### config.mk
export PLATFORM = sky130hd
export DESIGN_NAME = intx_shared_pin_gen
export DESIGN_NICKNAME = d
export VERILOG_FILES = /design/src/rtl/intx_pkg.sv /design/src/rtl/intx_level_merge.sv /design/src/rtl/intx_msg_tracker.sv /design/src/rtl/intx_msg_slot.sv /design/src/rtl/intx_shared_pin_gen.sv
export SDC_FILE = /design/constraint.sdc
export NUM_CORES = 1
export LEC_CHECK = 0
export ABC_CLOCK_PERIOD_IN_PS = 800
export BUFFER_PORTS_ARGS = -buffer_cell sky130_fd_sc_hd__buf_4
export CAP_MARGIN = 15
export CORE_AREA = 2 2 39 41
export DETAILED_ROUTE_END_ITERATION = 7
export DIE_AREA = 0 0 41 43
export GPL_TIMING_DRIVEN = 0
export PLACE_DENSITY = 0.38
export SYNTH_ARGS = -nofsm -noshare
export SYNTH_HDL_FRONTEND = slang
export SYNTH_SLANG_ARGS = --single-unit
### constraint.sdc
create_clock -name clk -period 0.8 [get_ports clk]
set_input_delay 0.16 -clock clk [delete_from_list [all_inputs] [get_ports clk]]
set_output_delay 0.16 -clock clk [all_outputs]
set_load 0.005 [all_outputs]
### src/rtl/intx_pkg.sv
package intx_pkg;
  typedef enum logic {
    INTX_MSG_DEASSERT = 1'b0,
    INTX_MSG_ASSERT   = 1'b1
  } intx_msg_e;
endpackage

### src/rtl/intx_level_merge.sv
module intx_level_merge #(
  parameter int NUM_FUNC = 4
) (
  input  logic                clk,
  input  logic                rst,
  input  logic [NUM_FUNC-1:0] sts,
  input  logic [NUM_FUNC-1:0] dis,
  output logic                level
);
  logic [NUM_FUNC-1:0] gated;

  for (genvar f = 0; f < NUM_FUNC; f++) begin : g_gate
    assign gated[f] = sts[f] & ~dis[f];
  end

  always_ff @(posedge clk) begin
    if (rst) level <= 1'b0;
    else     level <= |gated;
  end

  // with every function disabled the merged pin must read low next cycle
  p_all_disabled_quiet_r6: assert property (@(posedge clk) disable iff (rst)
    (&dis) |=> !level);
endmodule

### src/rtl/intx_msg_tracker.sv
module intx_msg_tracker
  import intx_pkg::*;
(
  input  logic      clk,
  input  logic      rst,
  input  logic      level,
  input  logic      slot_free,
  output logic      load,
  output intx_msg_e load_type
);
  logic queued_high_q;

  assign load      = slot_free && (level != queued_high_q);
  assign load_type = level ? INTX_MSG_ASSERT : INTX_MSG_DEASSERT;

  always_ff @(posedge clk) begin
    if (rst)       queued_high_q <= 1'b0;
    else if (load) queued_high_q <= level;
  end
endmodule

### src/rtl/intx_msg_slot.sv
module intx_msg_slot
  import intx_pkg::*;
(
  input  logic      clk,
  input  logic      rst,
  input  logic      load,
  input  intx_msg_e load_type,
  input  logic      ready,
  output logic      valid,
  output intx_msg_e kind,
  output logic      free
);
  logic seen_assert_q;

  assign free = !valid || ready;

  always_ff @(posedge clk) begin
    if (rst) begin
      valid <= 1'b0;
      kind  <= INTX_MSG_DEASSERT;
    end else if (load) begin
      valid <= 1'b1;
      kind  <= load_type;
    end else if (ready) begin
      valid <= 1'b0;
    end
  end

  always_ff @(posedge clk) begin
    if (rst) seen_assert_q <= 1'b0;
    else if (valid && ready && kind == INTX_MSG_ASSERT) seen_assert_q <= 1'b1;
  end

  // an offered message holds until taken
  p_hold_until_taken_r7: assert property (@(posedge clk) disable iff (rst)
    (valid && !ready) |=> (valid && $stable(kind)));

  // a message offered right after a handshake has the other kind
  p_alternate_r9: assert property (@(posedge clk) disable iff (rst)
    (valid && ready) |=> (!valid || kind != $past(kind)));

  // a deassert only after an assert has been accepted
  p_deassert_after_assert_r4: assert property (@(posedge clk) disable iff (rst)
    (valid && kind == INTX_MSG_DEASSERT) |-> seen_assert_q);
endmodule

### src/rtl/intx_shared_pin_gen.sv
module intx_shared_pin_gen
  import intx_pkg::*;
#(
  parameter int NUM_FUNC = 4
) (
  input  logic                clk,
  input  logic                rst,
  input  logic [NUM_FUNC-1:0] fn_status,
  input  logic [NUM_FUNC-1:0] fn_intx_off,
  output logic                msg_valid,
  input  logic                msg_ready,
  output logic                msg_kind
);
  logic      pin_level;
  logic      slot_free;
  logic      load;
  intx_msg_e load_type;
  intx_msg_e slot_kind;

  intx_level_merge #(.NUM_FUNC(NUM_FUNC)) u_merge (
    .clk   (clk),
    .rst   (rst),
    .sts   (fn_status),
    .dis   (fn_intx_off),
    .level (pin_level)
  );

  intx_msg_tracker u_track (
    .clk       (clk),
    .rst       (rst),
    .level     (pin_level),
    .slot_free (slot_free),
    .load      (load),
    .load_type (load_type)
  );

  intx_msg_slot u_slot (
    .clk       (clk),
    .rst       (rst),
    .load      (load),
    .load_type (load_type),
    .ready     (msg_ready),
    .valid     (msg_valid),
    .kind      (slot_kind),
    .free      (slot_free)
  );

  assign msg_kind = slot_kind;

  // a newly offered message reflects the merged level that produced it
  p_new_msg_matches_level_r2: assert property (@(posedge clk) disable iff (rst)
    $rose(msg_valid) |-> (msg_kind == $past(pin_level)));
endmodule

Yosys cells after proc, flatten, opt, wreduce, memory -nomap -nowiden:

Cells that the tools add are included.

* word-level logic and storage cells: 21
* bits of input ports: 11
* output and inout port bits: 2
* register bits: 4

* eq/ne operators: 1
* reductions and logical operators: 5
* muxes and demuxes: 3
* bitwise logic cells: 8

Operators by type and width (count)
* $and 1x1->1: 4
* $not 1->1: 4
* $reduce_or 4->1: 1
* $mux 1: 3
* $reduce_bool 2->1: 1
* $logic_and 1x1->1: 1
* $logic_not 1->1: 1
* $logic_or 1x1->1: 1
* $ne 1x1->1: 1

Longest topological paths before layout:

* depth in word-level cells: 4
* mapped depth: 3
* mapped depth without buffers: 3

Modules after synthesis:

From an unflattened synthesis, not the netlist that was laid out.

* cells, all modules: 19
* area total of the unflattened synthesis: 197.7 µm²

By module, submodules not included
* intx_msg_slot: times used 1, cells an instance 7, area each 80.1 µm², seq. area each 40.0 µm²
* intx_level_merge: times used 1, cells an instance 6, area each 61.3 µm², seq. area each 20.0 µm²
* intx_msg_tracker: times used 1, cells an instance 6, area each 56.3 µm², seq. area each 20.0 µm²

Worst setup path before layout:

Ideal clock, no wire load.

* path kind: register to register
* from: register u_slot.valid
* to: register u_track.queued_high_q
* data arrival time: 0.600 ns
* period minus slack after synthesis: 0.715 ns
* path buffers: 0
* stages on the path, launching flop included: 4
* setup time: 0.114 ns
* setup slack: 0.085 ns
* data required time: 0.686 ns
* cell sequence: dfxtp_1 -> nand2b_4 -> mux2i_1 -> nor2_1

* word-level cells in the longest chain between the ends: 3

RTL lines
* from (decl): line intx_msg_slot.sv:9 `output logic valid,`
* from (signal assigned): line intx_msg_slot.sv:19 `valid <= 1'b0;`
* from (signal assigned): line intx_msg_slot.sv:22 `valid <= 1'b1;`
* from (signal assigned): line intx_msg_slot.sv:25 `valid <= 1'b0;`
* $logic_not 1->1: line intx_msg_slot.sv:15 `assign free = !valid || ready;`
* $logic_or 1x1->1: line intx_msg_slot.sv:15
* $logic_and 1x1->1: line intx_msg_tracker.sv:13 `assign load = slot_free && (level != queued_high_q);`
* to (signal assigned): line intx_msg_tracker.sv:18 `else if (load) queued_high_q <= level;`
* to (decl): line intx_msg_tracker.sv:11 `logic queued_high_q;`

Every way passes these cells.
A chain may end at the register's enable or synchronous reset.

Worst setup path in the final report:

* from: register u_slot.valid
* to: output msg_valid

RTL lines
* to (decl): line intx_shared_pin_gen.sv:10 `output logic msg_valid,`

No word-level cell between the ends.

==> impl_metrics.py <==
metrics = {
    "sta": {
        "final-hold-violation-count": 0,
        "finClkSkew_ps": 0.730,
        "tns_ps": -35.7,
        "rsz0062_at_grt": "yes",
        "timing.final.crit_share_pct": 104,
        "slew_headroom_pct": 89.4,
        "setup_viol": 2,
        "tightest_slew_ps": 160,
        "finalCriticalPeriod_ps": 831,
        "timing.final.ws_setup_ps": -30.7,
        "fmax_mhz": 1200,
        "slew_violations": 0,
    },
    "global_route": {
        "grt_start_max_net_pins": 4,
        "grt-ovfl-total": 0,
        "first_global_vias": 153,
        "gr-usage-met3_pct": 6.81,
        "grt_first_pass_wirelength_um": 572,
        "antenna_found_initial": 0,
        "grt.met2_usage_pct": 6.88,
        "top_usage_layer": "met2",
        "met1_usage_pct": 4.81,
        "grt_usage_pct": 5.32,
    },
    "setup_path": {
        "arrival_ps": 670,
        "path_max_fanout": 2,
        "path_buf_inv": 1,
        "critPathLaunchType": "flip-flop",
        "cp_slowest_stage_delay_ps": 350,
        "critPathSlowestCell": "dfxtp_2",
        "cp_cell_sequence": "buf_6",
        "cp_top_family": "flip-flops",
        "worstSetupPathType": "flip-flop to output port",
        "worst_setup_path_end_kind": "output port",
        "required_ps": 640,
    },
    "placed_design": {
        "io_buffer_count": 12,
        "dpl_worst_slack_ps": 78.6,
        "postPlaceCellArea_um2": 245,
        "gp_congestion": 0.575,
    },
    "clocking": {
        "cts_buffers": 3,
        "clock-root-buffer": "clkbuf_4",
        "max-clock-path-buffers": 2,
        "clk-insertion-delay-late_ps": 230,
        "cts.sinks": 3,
        "tritoncts": "done",
        "h-tree-depth": 1,
        "ctsHoldBuffers": 0,
        "path_clk_slew_ps": 30,
    },
    "pwr": {
        "swShare_pct": 20.3,
        "power.density_nw_per_um2": 1840,
        "p_seq_share_pct": 33.3,
        "p_comb_share_pct": 18.3,
        "p_leak_nw": 0.147,
        "clkPwrFrac_pct": 48.4,
        "max-vdd-ir-drop_mv": 0.544,
        "p_int_mw": 0.424,
        "switchingPower_mw": 0.108,
    },
    "floorplan": {
        "initial_core_util_pct": 9.76,
        "num_rows": 14,
        "ios": 13,
        "fp.dieH_um": 43,
        "fp.dieW_um": 41,
        "core_um2": 1380,
        "die-area_um2": 1760,
    },
    "detailed_routing": {
        "totalWireLength_um": 329,
        "drc_errors": 0,
        "viasPerCell": 3.38,
        "num_vias": 159,
        "wl_per_cell_um": 7.00,
        "drt_iter0_markers": 0,
        "dr.pass1.iters": 1,
        "ant_nets": 0,
    },
    "layout": {
        "nFillCells": 158,
        "finalInstanceArea_um2": 289,
        "fin_nets": 43,
        "antenna_cells": 0,
        "area_growth_pct": 114,
        "drive_gt1_share_pct": 61.3,
    },
    "logic_synthesis": {
        "synth_warnings": 0,
        "async_flop_share_pct": 0,
        "synth_commonest_cells": "3 x dfxtp_1, 2 x inv_1, 2 x nand2b_1",
        "synth_top_area_share_pct": 44.4,
        "synth_top_cells_by_area": "dfxtp_1 44%, nand2b_4 10%, nand2b_1 9.3%, mux2i_1 7.4%, xnor2_1 6.5%",
        "syn_inst": 14,
        "synth_top_area_cell": "dfxtp_1",
        "synth_cell_types": 10,
        "synth_edf_count": 0,
        "syn_avg_cell_area_um2": 9.65,
        "synth.most_common_cell": "dfxtp_1",
        "ys_ff_latch": 3,
        "synth_seq_area_share_pct": 44.4,
        "syn-cell-area_um2": 135,
        "yosys_most_used_dff": "dfxtp_1",
        "syn_nets": 25,
    },
    "status": {
        "status": "complete, but fails checks",
        "failed_checks": "setup timing",
    },
    "run": {
        "cap_violations": 0,
    },
    "hold_path": {
        "hold_class": "primary input to flip-flop",
    },
}
## final timing paths
kind | cells after the start | startpoint | slack [ps] | endpoint
min reg2reg | 2 | u_slot.valid | 490 | u_slot.valid
max | 1 | u_slot.valid | -30 | msg_valid
min | 2 | rst | 100 | u_slot.valid
max reg2reg | 3 | u_track.queued_high_q | 20 | u_slot.valid
## flip-flops by register name (all words and copies together) (netlist names)
register,flops
u_track.queued_high_q,1
u_merge.level,1
u_slot.valid,1
## power by group through the flow
stage          clock network [mW]  logic, mW  registers, mW
3_3_place_gp                    0     0.0832          0.177
3_5_place_dp                    0     0.0863          0.177
5_1_grt                     0.292      0.109          0.178
6_report                    0.258     0.0971          0.177
2_1_floorplan                   0     0.0306          0.178
4_1_cts                     0.272     0.0985          0.177
## area by class of cell
class	instances	area (µm²)	area share (%)
Multi-Input combinational cell	9	67.6	23.4
Timing Repair Buffer	13	105	36.4
Tap cell	16	20.0	6.93
Inverter	2	7.51	2.60
Clock buffer	4	26.3	9.09
Sequential cell	3	62.6	21.6
## worst reg2reg max path: cells and delay by family (launching register included)
family	cells	cell delay (ps)
buf+inv	1	130
compound gates	1	80
flops	1	310
xor+xnor	1	140
## metal layers
metal  vias to the layer above  routed length [µm]
li1                         79                   -
met4                         0                   0
met3                         0                  89
met1                        65                 107
met2                        15                 132
met5                         -                   0
## cell usage in the layout (no fill, tap or decap)
cell type / n
buf_4: 11
clkbuf_4: 3
nand2b_1: 2
inv_1: 2
buf_6: 2
dfxtp_2: 2
nand2b_4: 1
mux2i_1: 1
nor2_1: 1
xnor2_1: 1
a21oi_1: 1
a22oi_1: 1
a31oi_1: 1
clkbuf_1: 1
dfxtp_1: 1
## cell families after synthesis
kind of cell,synth area share [%]
compound gates,13.9
simple gates,22.2
xor+xnor,6.48
flops,44.4
buf+inv,5.56
mux,7.41
## stage by stage
stage          power, mW  hold WS (ps)  cells  util, %
4_1_cts            0.547          93.1     47     20.9
5_1_grt            0.579          94.7     47     20.9
6_report           0.532           100     47     20.9
2_1_floorplan      0.208           229     14        -
3_5_place_dp       0.264           343     42     17.7
3_3_place_gp       0.260           338     42     17.7
## timing repair
item | in CTS | in global routing
hold endpoints to repair | 0 | 0
gates resized for setup | 4 | 0
buffers inserted | 1 | 0
endpoints found under the setup margin | 2 | 2
Power figures use the tool's default switching activity.
